<file path="config.mk">
export PLATFORM = sky130hd
export DESIGN_NAME = trace_sync_pacer
export DESIGN_NICKNAME = d
export VERILOG_FILES = /design/src/rtl/pacer_pkg.sv /design/src/rtl/pacer_ctrl.sv /design/src/rtl/pacer_datapath.sv /design/src/rtl/trace_sync_pacer.sv
export SDC_FILE = /design/constraint.sdc
export NUM_CORES = 1
export LEC_CHECK = 0
export ABC_CLOCK_PERIOD_IN_PS = 5500
export BUFFER_PORTS_ARGS = -buffer_cell sky130_fd_sc_hd__buf_4
export CAP_MARGIN = 20
export CORE_MARGIN = 1.5
export CORE_UTILIZATION = 53
export CTS_CLUSTER_DIAMETER = 80
export CTS_CLUSTER_SIZE = 10
export DETAILED_ROUTE_END_ITERATION = 6
export GPL_ROUTABILITY_DRIVEN = 0
export PLACE_DENSITY_LB_ADDON = 0.25
export SETUP_SLACK_MARGIN = 0.1
export SLEW_MARGIN = 20
export SYNTH_ARGS = -nofsm -noshare
export SYNTH_HDL_FRONTEND = slang
export SYNTH_HIERARCHICAL = 1
export SYNTH_SLANG_ARGS = --single-unit
</file>
<file path="constraint.sdc">
create_clock -name clk -period 5.5 [get_ports clk]
set_input_delay 0 -clock clk [delete_from_list [all_inputs] [get_ports clk]]
set_output_delay 0 -clock clk [all_outputs]
set_load 0.01 [all_outputs]
</file>
<file path="src/rtl/pacer_pkg.sv">
package pacer_pkg;
  localparam int CNT_W    = 12;            // count field width
  localparam int MODE_POS = CNT_W;         // mode bit position
  localparam int REG_W    = CNT_W + 1;     // control register width
  localparam int EXP_W    = 5;             // exponent field width
  localparam int BYTE_W   = 4;             // per-beat byte count width
  localparam int ACC_W    = 17;            // running counter width
  localparam int MAX_EXP  = ACC_W - 2;     // largest exponent honoured

  typedef struct packed {
    logic             clear;    // zero the running count
    logic             advance;  // accept this beat's bytes
    logic             enable;   // request generation allowed
    logic [ACC_W-1:0] limit;    // interval in bytes
  } pacer_cmd_t;
endpackage

</file>
<file path="src/rtl/pacer_ctrl.sv">
module pacer_ctrl
  import pacer_pkg::*;
(
  input  logic             clk,
  input  logic             rstN,
  input  logic             clkEn,
  input  logic             regWrEn,
  input  logic [REG_W-1:0] regWrData,
  output logic [REG_W-1:0] regRdData,
  output pacer_cmd_t       cmd
);
  localparam logic [EXP_W-1:0] MAX_EXP_V = EXP_W'(MAX_EXP);

  logic [REG_W-1:0] ctrlReg;
  logic [EXP_W-1:0] expField;
  logic [EXP_W-1:0] expSat;
  logic             clearNow;

  always_ff @(posedge clk or negedge rstN) begin
    if (!rstN)        ctrlReg <= '0;
    else if (regWrEn) ctrlReg <= regWrData;
  end

  assign clearNow  = regWrEn && !regWrData[MODE_POS];
  assign regRdData = ctrlReg;
  assign expField  = ctrlReg[CNT_W-1 -: EXP_W];
  assign expSat    = (expField > MAX_EXP_V) ? MAX_EXP_V : expField;

  always_comb begin
    cmd         = '0;
    cmd.clear   = clearNow;
    cmd.advance = clkEn && !clearNow;
    if (ctrlReg[MODE_POS]) begin
      cmd.limit  = ACC_W'(1) << expSat;
      cmd.enable = 1'b1;
    end else begin
      cmd.limit  = ACC_W'(ctrlReg[CNT_W-1:0]);
      cmd.enable = |ctrlReg[CNT_W-1:0];
    end
  end


  wr_readback_chk: assert property (@(posedge clk) disable iff (!rstN)
    $past(regWrEn) |-> regRdData == $past(regWrData));


  exp_onehot_chk: assert property (@(posedge clk) disable iff (!rstN)
    regRdData[MODE_POS] |-> $countones(cmd.limit) == 1);
endmodule

</file>
<file path="src/rtl/pacer_datapath.sv">
module pacer_datapath
  import pacer_pkg::*;
(
  input  logic              clk,
  input  logic              rstN,
  input  pacer_cmd_t        cmd,
  input  logic [BYTE_W-1:0] byteCount,
  output logic              syncReq
);
  logic [ACC_W-1:0] runCnt;
  logic [ACC_W-1:0] nextCnt;
  logic [ACC_W:0]   sum;
  logic [ACC_W:0]   excess;
  logic [ACC_W:0]   limitW;
  logic             hit;
  logic             counting;

  assign limitW   = {1'b0, cmd.limit};
  assign sum      = {1'b0, runCnt} + (ACC_W+1)'(byteCount);
  assign excess   = sum - limitW;
  assign counting = cmd.advance && cmd.enable;
  assign hit      = counting && (sum >= limitW);

  always_comb begin
    nextCnt = runCnt;
    if (cmd.clear)         nextCnt = '0;
    else if (hit)          nextCnt = (excess >= limitW) ? cmd.limit - ACC_W'(1)
                                                        : excess[ACC_W-1:0];
    else if (counting)     nextCnt = sum[ACC_W-1:0];
  end

  always_ff @(posedge clk or negedge rstN) begin
    if (!rstN) begin
      runCnt  <= '0;
      syncReq <= 1'b0;
    end else begin
      runCnt  <= nextCnt;
      syncReq <= hit;
    end
  end


  clear_zero_chk: assert property (@(posedge clk) disable iff (!rstN)
    $past(cmd.clear) |-> runCnt == '0);


  req_source_chk: assert property (@(posedge clk) disable iff (!rstN)
    syncReq |-> $past(cmd.advance && cmd.enable));


  remainder_bound_chk: assert property (@(posedge clk) disable iff (!rstN)
    syncReq |-> runCnt < $past(cmd.limit));


  idle_hold_chk: assert property (@(posedge clk) disable iff (!rstN)
    $past(!(cmd.advance && cmd.enable) && !cmd.clear) |-> runCnt == $past(runCnt));
endmodule

</file>
<file path="src/rtl/trace_sync_pacer.sv">
module trace_sync_pacer
  import pacer_pkg::*;
(
  input  logic              clk,
  input  logic              rstN,
  input  logic              clkEn,
  input  logic [BYTE_W-1:0] byteCount,
  input  logic              regWrEn,
  input  logic [REG_W-1:0]  regWrData,
  output logic [REG_W-1:0]  regRdData,
  output logic              syncReq
);
  pacer_cmd_t cmd;

  pacer_ctrl uCtrl (
    .clk(clk), .rstN(rstN), .clkEn(clkEn), .regWrEn(regWrEn),
    .regWrData(regWrData), .regRdData(regRdData), .cmd(cmd)
  );

  pacer_datapath uData (
    .clk(clk), .rstN(rstN), .cmd(cmd), .byteCount(byteCount), .syncReq(syncReq)
  );
endmodule

</file>
==> results of run 1 <==
-- report_power, final --
part	leakage (nW)	switching, mW	internal [mW]	total, mW
logic	1.64	1.46	1.18	2.64
registers	0.389	0.0940	0.290	0.384
clock network	0.0612	0.0921	0.147	0.239
total	2.09	1.64	1.62	3.26
-- cells by family (layout without fill, tap and decap cells) --
family | after synthesis | after routing | synth area share [%]
buf+inv | 59 | 120 | 7.18
fa+ha+maj | 41 | 41 | 13.5
compound gates | 139 | 139 | 23.4
simple gates | 171 | 171 | 25.2
mux | 7 | 7 | 1.95
flops | 31 | 31 | 19.8
xor+xnor | 40 | 40 | 8.93
other cells | 1 | 1 | 0.0956
-- flip-flops by register name, summed over array words and instances (netlist names) --
name,cells
uCtrl/regRdData,13
uData/runCnt,17
uData/syncReq,1
-- final cells by class --
type | instances | area (um^2)
clock buffers | 6 | 82.6
clock inverters | 2 | 35.0
fillers | 618 | 2330
inverters | 31 | 116
multi-input cells | 399 | 3090
flip-flops and latches | 31 | 776
well taps | 99 | 124
repair buffers | 81 | 661
-- per-layer routing --
metal  global-route usage [%]  part of all wire (%)  up-vias  wire (um)
met2                     50.0                    48      188       5850
met4                     12.2                   2.7        0        323
li1                         -                     -     1913          -
met1                     39.2                    42     1937       5130
met5                        0                     0        -          0
met3                     5.82                   6.8       34        826
-- worst min-delay path by stage --
stage,from,to,slack [ns],cells past startpoint
floorplan,rstN,uCtrl/regRdData[0]$_DFFE_PN0P_,-0.30,0
global placement,rstN,uCtrl/regRdData[10]$_DFFE_PN0P_,-0.04,1
detailed placement,rstN,uCtrl/regRdData[10]$_DFFE_PN0P_,-0.03,1
CTS,regWrEn,uCtrl/regRdData[8]$_DFFE_PN0P_,0.07,2
global route,regWrEn,uCtrl/regRdData[6]$_DFFE_PN0P_,0.1,2
finish,regWrEn,uCtrl/regRdData[8]$_DFFE_PN0P_,0.08,2
-- stage by stage --
step / TNS [ns] / hold slack (ns) / area, um^2
finish: 0 / 0.0810 / 4880
floorplan: 0 / -0.296 / 3920
global placement: 0 / -0.0375 / 4260
CTS: 0 / 0.0713 / 4570
global route: -1.16 / 0.0966 / 4880
detailed placement: -0.0281 / -0.0312 / 4260
-- placed cells by master, fill, tap and decap left out, types with 5 or more instances in the layout --
cell	Yosys	routed
a21o_1	8	8
a21oi_1	34	31
a31oi_1	15	14
and3_1	6	5
buf_4	2	60
clkbuf_8	0	6
dfrtp_1	31	31
dlygate4sd3_1	0	14
ha_1	39	35
inv_1	31	31
mux2_2	5	5
nand2_1	34	34
nand2b_1	6	6
nand3_1	18	16
nand4_1	11	11
nor2_1	28	26
nor2b_1	6	5
nor3_1	10	10
nor4_1	7	6
o21ai_0	25	24
o21bai_1	12	12
o22ai_1	7	5
or3_1	12	9
xnor2_1	32	29
xor2_1	8	8
-- critical path: cells and delay by family (launching register included) --
kind / cells / cell delay, ns
flops: 1 / 0.41
buf+inv: 3 / 0.50
simple gates: 5 / 1.11
xor+xnor: 2 / 0.25
mux: 1 / 0.21
fa+ha+maj: 4 / 1.23
compound gates: 8 / 1.52
-- repair_timing --
item                                    CTS  global route
gates resized for setup                   5            47
cloned                                    3             1
pin swaps                                 3            32
hold buffers                             14             0
endpoints found under the setup margin   16            17
setup buffers                             1            11
hold endpoints to repair                 44             0
==> results.sh, run 1 <==
export IMPL_ff2ff_setup_slack_ns=0.11
export IMPL_crit_end="uData/runCnt[3]$_DFFE_PN0P_"
export IMPL_clockBufferDepth=2
export IMPL_async_reset_ff_share_pct=100
export IMPL_dp_hpwl_mm=8.58
export IMPL_yosys_top_cells_area="dfrtp_1 (20%), ha_1 (12%), xnor2_1 (7.1%), a21oi_1 (4.3%), nand2_1 (3.3%)"
export IMPL_timing_final_ws_setup_ns=0.113
export IMPL_vias_per_cell=6.27
export IMPL_finalSetupViolCount=0
export IMPL_num_antenna_cells=0
export IMPL_grt_pass1_vias=3849
export IMPL_syn_area_per_cell_um2=8.02
export IMPL_worstPathMaxFanout=7
export IMPL_antenna_found_initial=0
export IMPL_synth_edff_count=0
export IMPL_crit_path_cell_trace="ha_4 -> fa_2 -> a21o_1 -> a21oi_2 -> buf_4 -> xnor2_2 -> ha_1 -> nor2b_4 -> o31a_1 -> or2_4 -> o41ai_4 -> xnor2_1 -> ha_1 -> nand2_1 -> o21ai_2 -> nor4_2 -> o31ai_1 -> o221a_2 -> nor4_4 -> buf_6 -> buf_8 -> mux2i_1 -> a211oi_2"
export IMPL_io_buffers=34
export IMPL_grt_max_degree=32
export IMPL_clkSinkCount=31
export IMPL_grt_pass1_wl_mm=18.8
export IMPL_grt_overflow_total=0
export IMPL_ant_nets=0
export IMPL_io_pins=35
export IMPL_crit_required_ns=5.66
export IMPL_dr_total_vias=4072
export IMPL_yosys_area_top_type="dfrtp_1"
export IMPL_drtPass1Iterations=5
export IMPL_peakVddDrop_mv=0.462
export IMPL_start_util_pct=54.4
export IMPL_cts_buffers_inserted=5
export IMPL_worst_pin_slew_ns=0.778
export IMPL_maxCapViolations=0
export IMPL_fin_util_pct=67.7
export IMPL_clk_pin_slew_ns=0.07
export IMPL_hold_class="input pin to register"
export IMPL_power_leakage_nw=2.09
export IMPL_max_stage_delay_ns=0.41
export IMPL_ys_flop_type="dfrtp_1"
export IMPL_crit_start="uData/runCnt[0]$_DFFE_PN0P_"
export IMPL_seq_area_frac_synth_pct=19.8
export IMPL_synth_nets=551
export IMPL_yosysUniqueCellTypes=72
export IMPL_total_power_mw=3.26
export IMPL_finalMaxSlewViolations=0
export IMPL_power_density_nw_per_um2=668
export IMPL_syn_inst=489
export IMPL_path_class="register to register"
export IMPL_worstRegToRegCells=23
export IMPL_clockRootBuffer="clkbuf_8"
export IMPL_critPathLaunchType="register"
export IMPL_pre_cts_slack_ns=-0.0279
export IMPL_finalCriticalPeriod_ns=5.39
export IMPL_period_share_pct=97.9
export IMPL_area_delta_synth_final_pct=24.5
export IMPL_synth_most_common_cell="ha_1"
export IMPL_synthTopCellsByCount="ha_1 (39), a21oi_1 (34), nand2_1 (34), xnor2_1 (32)"
export IMPL_slowest_stage="dfrtp_1"
export IMPL_die_h_um=89.0
export IMPL_dr_first_iter_drc_count=357
export IMPL_dieArea_um2=7930
export IMPL_r2r_end="uData/runCnt[3]$_DFFE_PN0P_"
export IMPL_synth_top_area_share_pct=19.8
export IMPL_track_usage_pct=30.4
export IMPL_clock_latency_ns=0.29
export IMPL_wire_per_inst_um=18.7
export IMPL_rows=31
export IMPL_cp_common_cell="ha_1"
export IMPL_fin_skew_ns=0.00994
export IMPL_ys_ff_latch=31
export IMPL_core_um2=7210
export IMPL_max_slew_margin_pct=48.0
export IMPL_dp_cells=611
export IMPL_synth_yosys_warnings=6
export IMPL_status="complete, no violations"
export IMPL_drive_gt1_share_pct=24.5
export IMPL_chipWidth_um=89.0
export IMPL_nets=611
export IMPL_clock_fmax_mhz=186
export IMPL_r2r_start="uData/runCnt[0]$_DFFE_PN0P_"
export IMPL_hold_viol=0
export IMPL_cp_arrival_ns=5.55
export IMPL_tritoncts="built"
export IMPL_wl_mm=12.1
export IMPL_remaining_drc_errors=0
export IMPL_fin_cells=649
export IMPL_htree_levels=2
export IMPL_setup_worst_path_end_class="register"
export IMPL_rsz0062_at_grt="yes"
export IMPL_syn_area_um2=3920
(Power assumes the default switching activity.)
==> inputs of run 2 (changes only) <==
- BUFFER_PORTS_ARGS: -buffer_cell sky130_fd_sc_hd__buf_4 -> default
- CORE_MARGIN: 1.5 -> 2
- DONT_BUFFER_PORTS: default -> 1
==> run 2 against run 1 <==
Worst hold slack improved by 0.069 ns. Sequential power is essentially flat. Die area increased by 2.3%. Wire length is 3.0% lower. Highest routed layer unchanged.
==> results.sh, run 2 (synthesis gave the netlist of run 1 again) <==
export IMPL_peakVddDrop_mv=0.506
export IMPL_clkSinkCount=31
export IMPL_rows=31
export IMPL_cp_arrival_ns=5.39
export IMPL_r2r_start="uData/runCnt[0]$_DFFE_PN0P_"
export IMPL_critPathLaunchType="register"
export IMPL_area_delta_synth_final_pct=15.9
export IMPL_fin_skew_ns=0.00873
export IMPL_dieArea_um2=8110
export IMPL_fin_util_pct=63.0
export IMPL_dp_hpwl_mm=8.34
export IMPL_layout_commonest_cell="ha_1"
export IMPL_io_pins=35
export IMPL_nets=574
export IMPL_htree_levels=2
export IMPL_clockRootBuffer="clkbuf_8"
export IMPL_pwr_share_comb_pct=81.1
export IMPL_clk_pin_slew_ns=0.07
export IMPL_num_antenna_cells=0
export IMPL_power_switching_mw=1.53
export IMPL_min_from="byteCount[0]"
export IMPL_vias_per_cell=6.35
export IMPL_antenna_found_initial=0
export IMPL_hold_class="input pin to register"
export IMPL_hold_viol=0
export IMPL_clock_latency_ns=0.28
export IMPL_dr_total_vias=3882
export IMPL_fin_cells=611
export IMPL_crit_path_cell_trace="ha_4 -> fa_2 -> a21o_1 -> a21oi_2 -> buf_4 -> xnor2_1 -> ha_1 -> nor2b_4 -> o31a_1 -> o31a_1 -> o21a_1 -> or3_4 -> and2_4 -> ha_4 -> nand4_1 -> o31ai_1 -> o221a_2 -> nor4_4 -> bufbuf_16 -> or3_2 -> a31oi_1"
export IMPL_power_frac_seq_pct=12.7
export IMPL_finalSetupViolCount=0
export IMPL_fill_cells=628
export IMPL_drive_gt1_share_pct=16.8
export IMPL_clockBufferDepth=2
export IMPL_grt_overflow_total=0
export IMPL_setup_worst_path_end_class="register"
export IMPL_start_util_pct=54.4
export IMPL_cts_buffers_inserted=5
export IMPL_drtPass1Iterations=6
export IMPL_worst_pin_slew_ns=0.863
export IMPL_dr_first_iter_drc_count=325
export IMPL_switching_share_pct=50.4
export IMPL_finalCriticalPeriod_ns=5.18
export IMPL_die_h_um=90.0
export IMPL_wire_per_inst_um=19.3
export IMPL_io_buffers=0
export IMPL_max_stage_delay_ns=0.46
export IMPL_power_density_nw_per_um2=669
export IMPL_wl_mm=11.8
export IMPL_rsz0062_at_grt="yes"
export IMPL_track_usage_pct=28.6
export IMPL_power_leakage_nw=1.90
export IMPL_period_share_pct=94.2
export IMPL_crit_start="uData/runCnt[0]$_DFFE_PN0P_"
export IMPL_grt_pass1_vias=3755
export IMPL_finalMaxSlewViolations=0
export IMPL_worstPathMaxFanout=15
export IMPL_core_um2=7210
export IMPL_maxCapViolations=0
export IMPL_p_int_mw=1.51
export IMPL_dp_cells=577
export IMPL_ant_nets=0
export IMPL_worstRegToRegCells=21
export IMPL_largest_reg_flops=17
export IMPL_layout_common_cells="ha_1 (36), nand2_1 (34), inv_1 (31), dfrtp_1 (31), a21oi_1 (30)"
export IMPL_grt_max_degree=32
export IMPL_max_slew_margin_pct=42.3
export IMPL_largest_register="uData/runCnt"
export IMPL_total_power_mw=3.04
export IMPL_slowest_stage="or3_2"
export IMPL_tritoncts="built"
export IMPL_clock_fmax_mhz=193
export IMPL_chipWidth_um=90.0
export IMPL_grt_pass1_wl_mm=18.8
export IMPL_pwr_share_clk_pct=6.2
export IMPL_remaining_drc_errors=0
export IMPL_status="complete, no violations"
export IMPL_hold_depth=3
export IMPL_crit_required_ns=5.71
export IMPL_path_class="register to register"
[run 2: power groups by stage]
stage | clock network (mW) | registers [mW] | logic [mW]
5_1_grt | 0.202 | 0.396 | 2.72
3_3_place_gp | 0 | 0.378 | 2.07
6_report | 0.189 | 0.385 | 2.46
3_5_place_dp | 0 | 0.380 | 2.12
4_1_cts | 0.190 | 0.377 | 2.24
2_1_floorplan | 0 | 0.342 | 1.65
[run 2: cell type report]
type	instances	area, um^2	area share, %
repair buffers	44	418	9.20
multi-input cells	399	3020	66.5
inverters	31	116	2.56
flip-flops and latches	31	776	17.1
well taps	99	124	2.73
clock buffers	6	82.6	1.82
clock inverters	1	5.00	0.110
[run 2: worst paths after layout]
check / to / slack [ns]
max: uData/runCnt[11]$_DFFE_PN0P_ / 0.32
min: uData/runCnt[0]$_DFFE_PN0P_ / 0.15
max reg2reg: uData/runCnt[11]$_DFFE_PN0P_ / 0.32
min reg2reg: uData/runCnt[3]$_DFFE_PN0P_ / 0.62
max in group asynchronous: uCtrl/regRdData[5]$_DFFE_PN0P_ / 5.11
min in group asynchronous: uData/runCnt[7]$_DFFE_PN0P_ / 0.21
[run 2: critical path: cells and delay by family, from the launching register on]
family	cells	cell delay, ns
compound gates	8	1.75
xor+xnor	1	0.11
fa+ha+maj	4	1.09
buf+inv	2	0.45
flops	1	0.41
simple gates	6	1.30
[run 2: timing repair]
action / in CTS / in global routing
pin swaps: 1 / 15
cloned: 1 / 0
endpoints found under the hold margin: 44 / 0
hold buffers: 16 / 0
buffers inserted: 1 / 10
endpoints found under the setup margin: 9 / 17
gates resized for setup: 4 / 26
[run 2: per-layer routing]
layer | GRT usage [%] | wire (um) | vias up
met3 | 5.45 | 963 | 48
met1 | 36.6 | 4670 | 1810
met5 | 0 | 0 | -
met4 | 14.6 | 617 | 0
li1 | - | - | 1837
met2 | 45.8 | 5510 | 187
[run 2: through the flow]
step	hold WS (ns)	setup TNS (ns)	worst slack, ns	cell area, um^2
global placement	-0.295	0	0.168	4020
finish	0.150	0	0.319	4540
global route	0.156	-0.0290	-0.0203	4540
floorplan	-0.296	0	0.249	3920
detailed placement	-0.295	0	0.0318	4020
CTS	0.132	0	0.104	4340
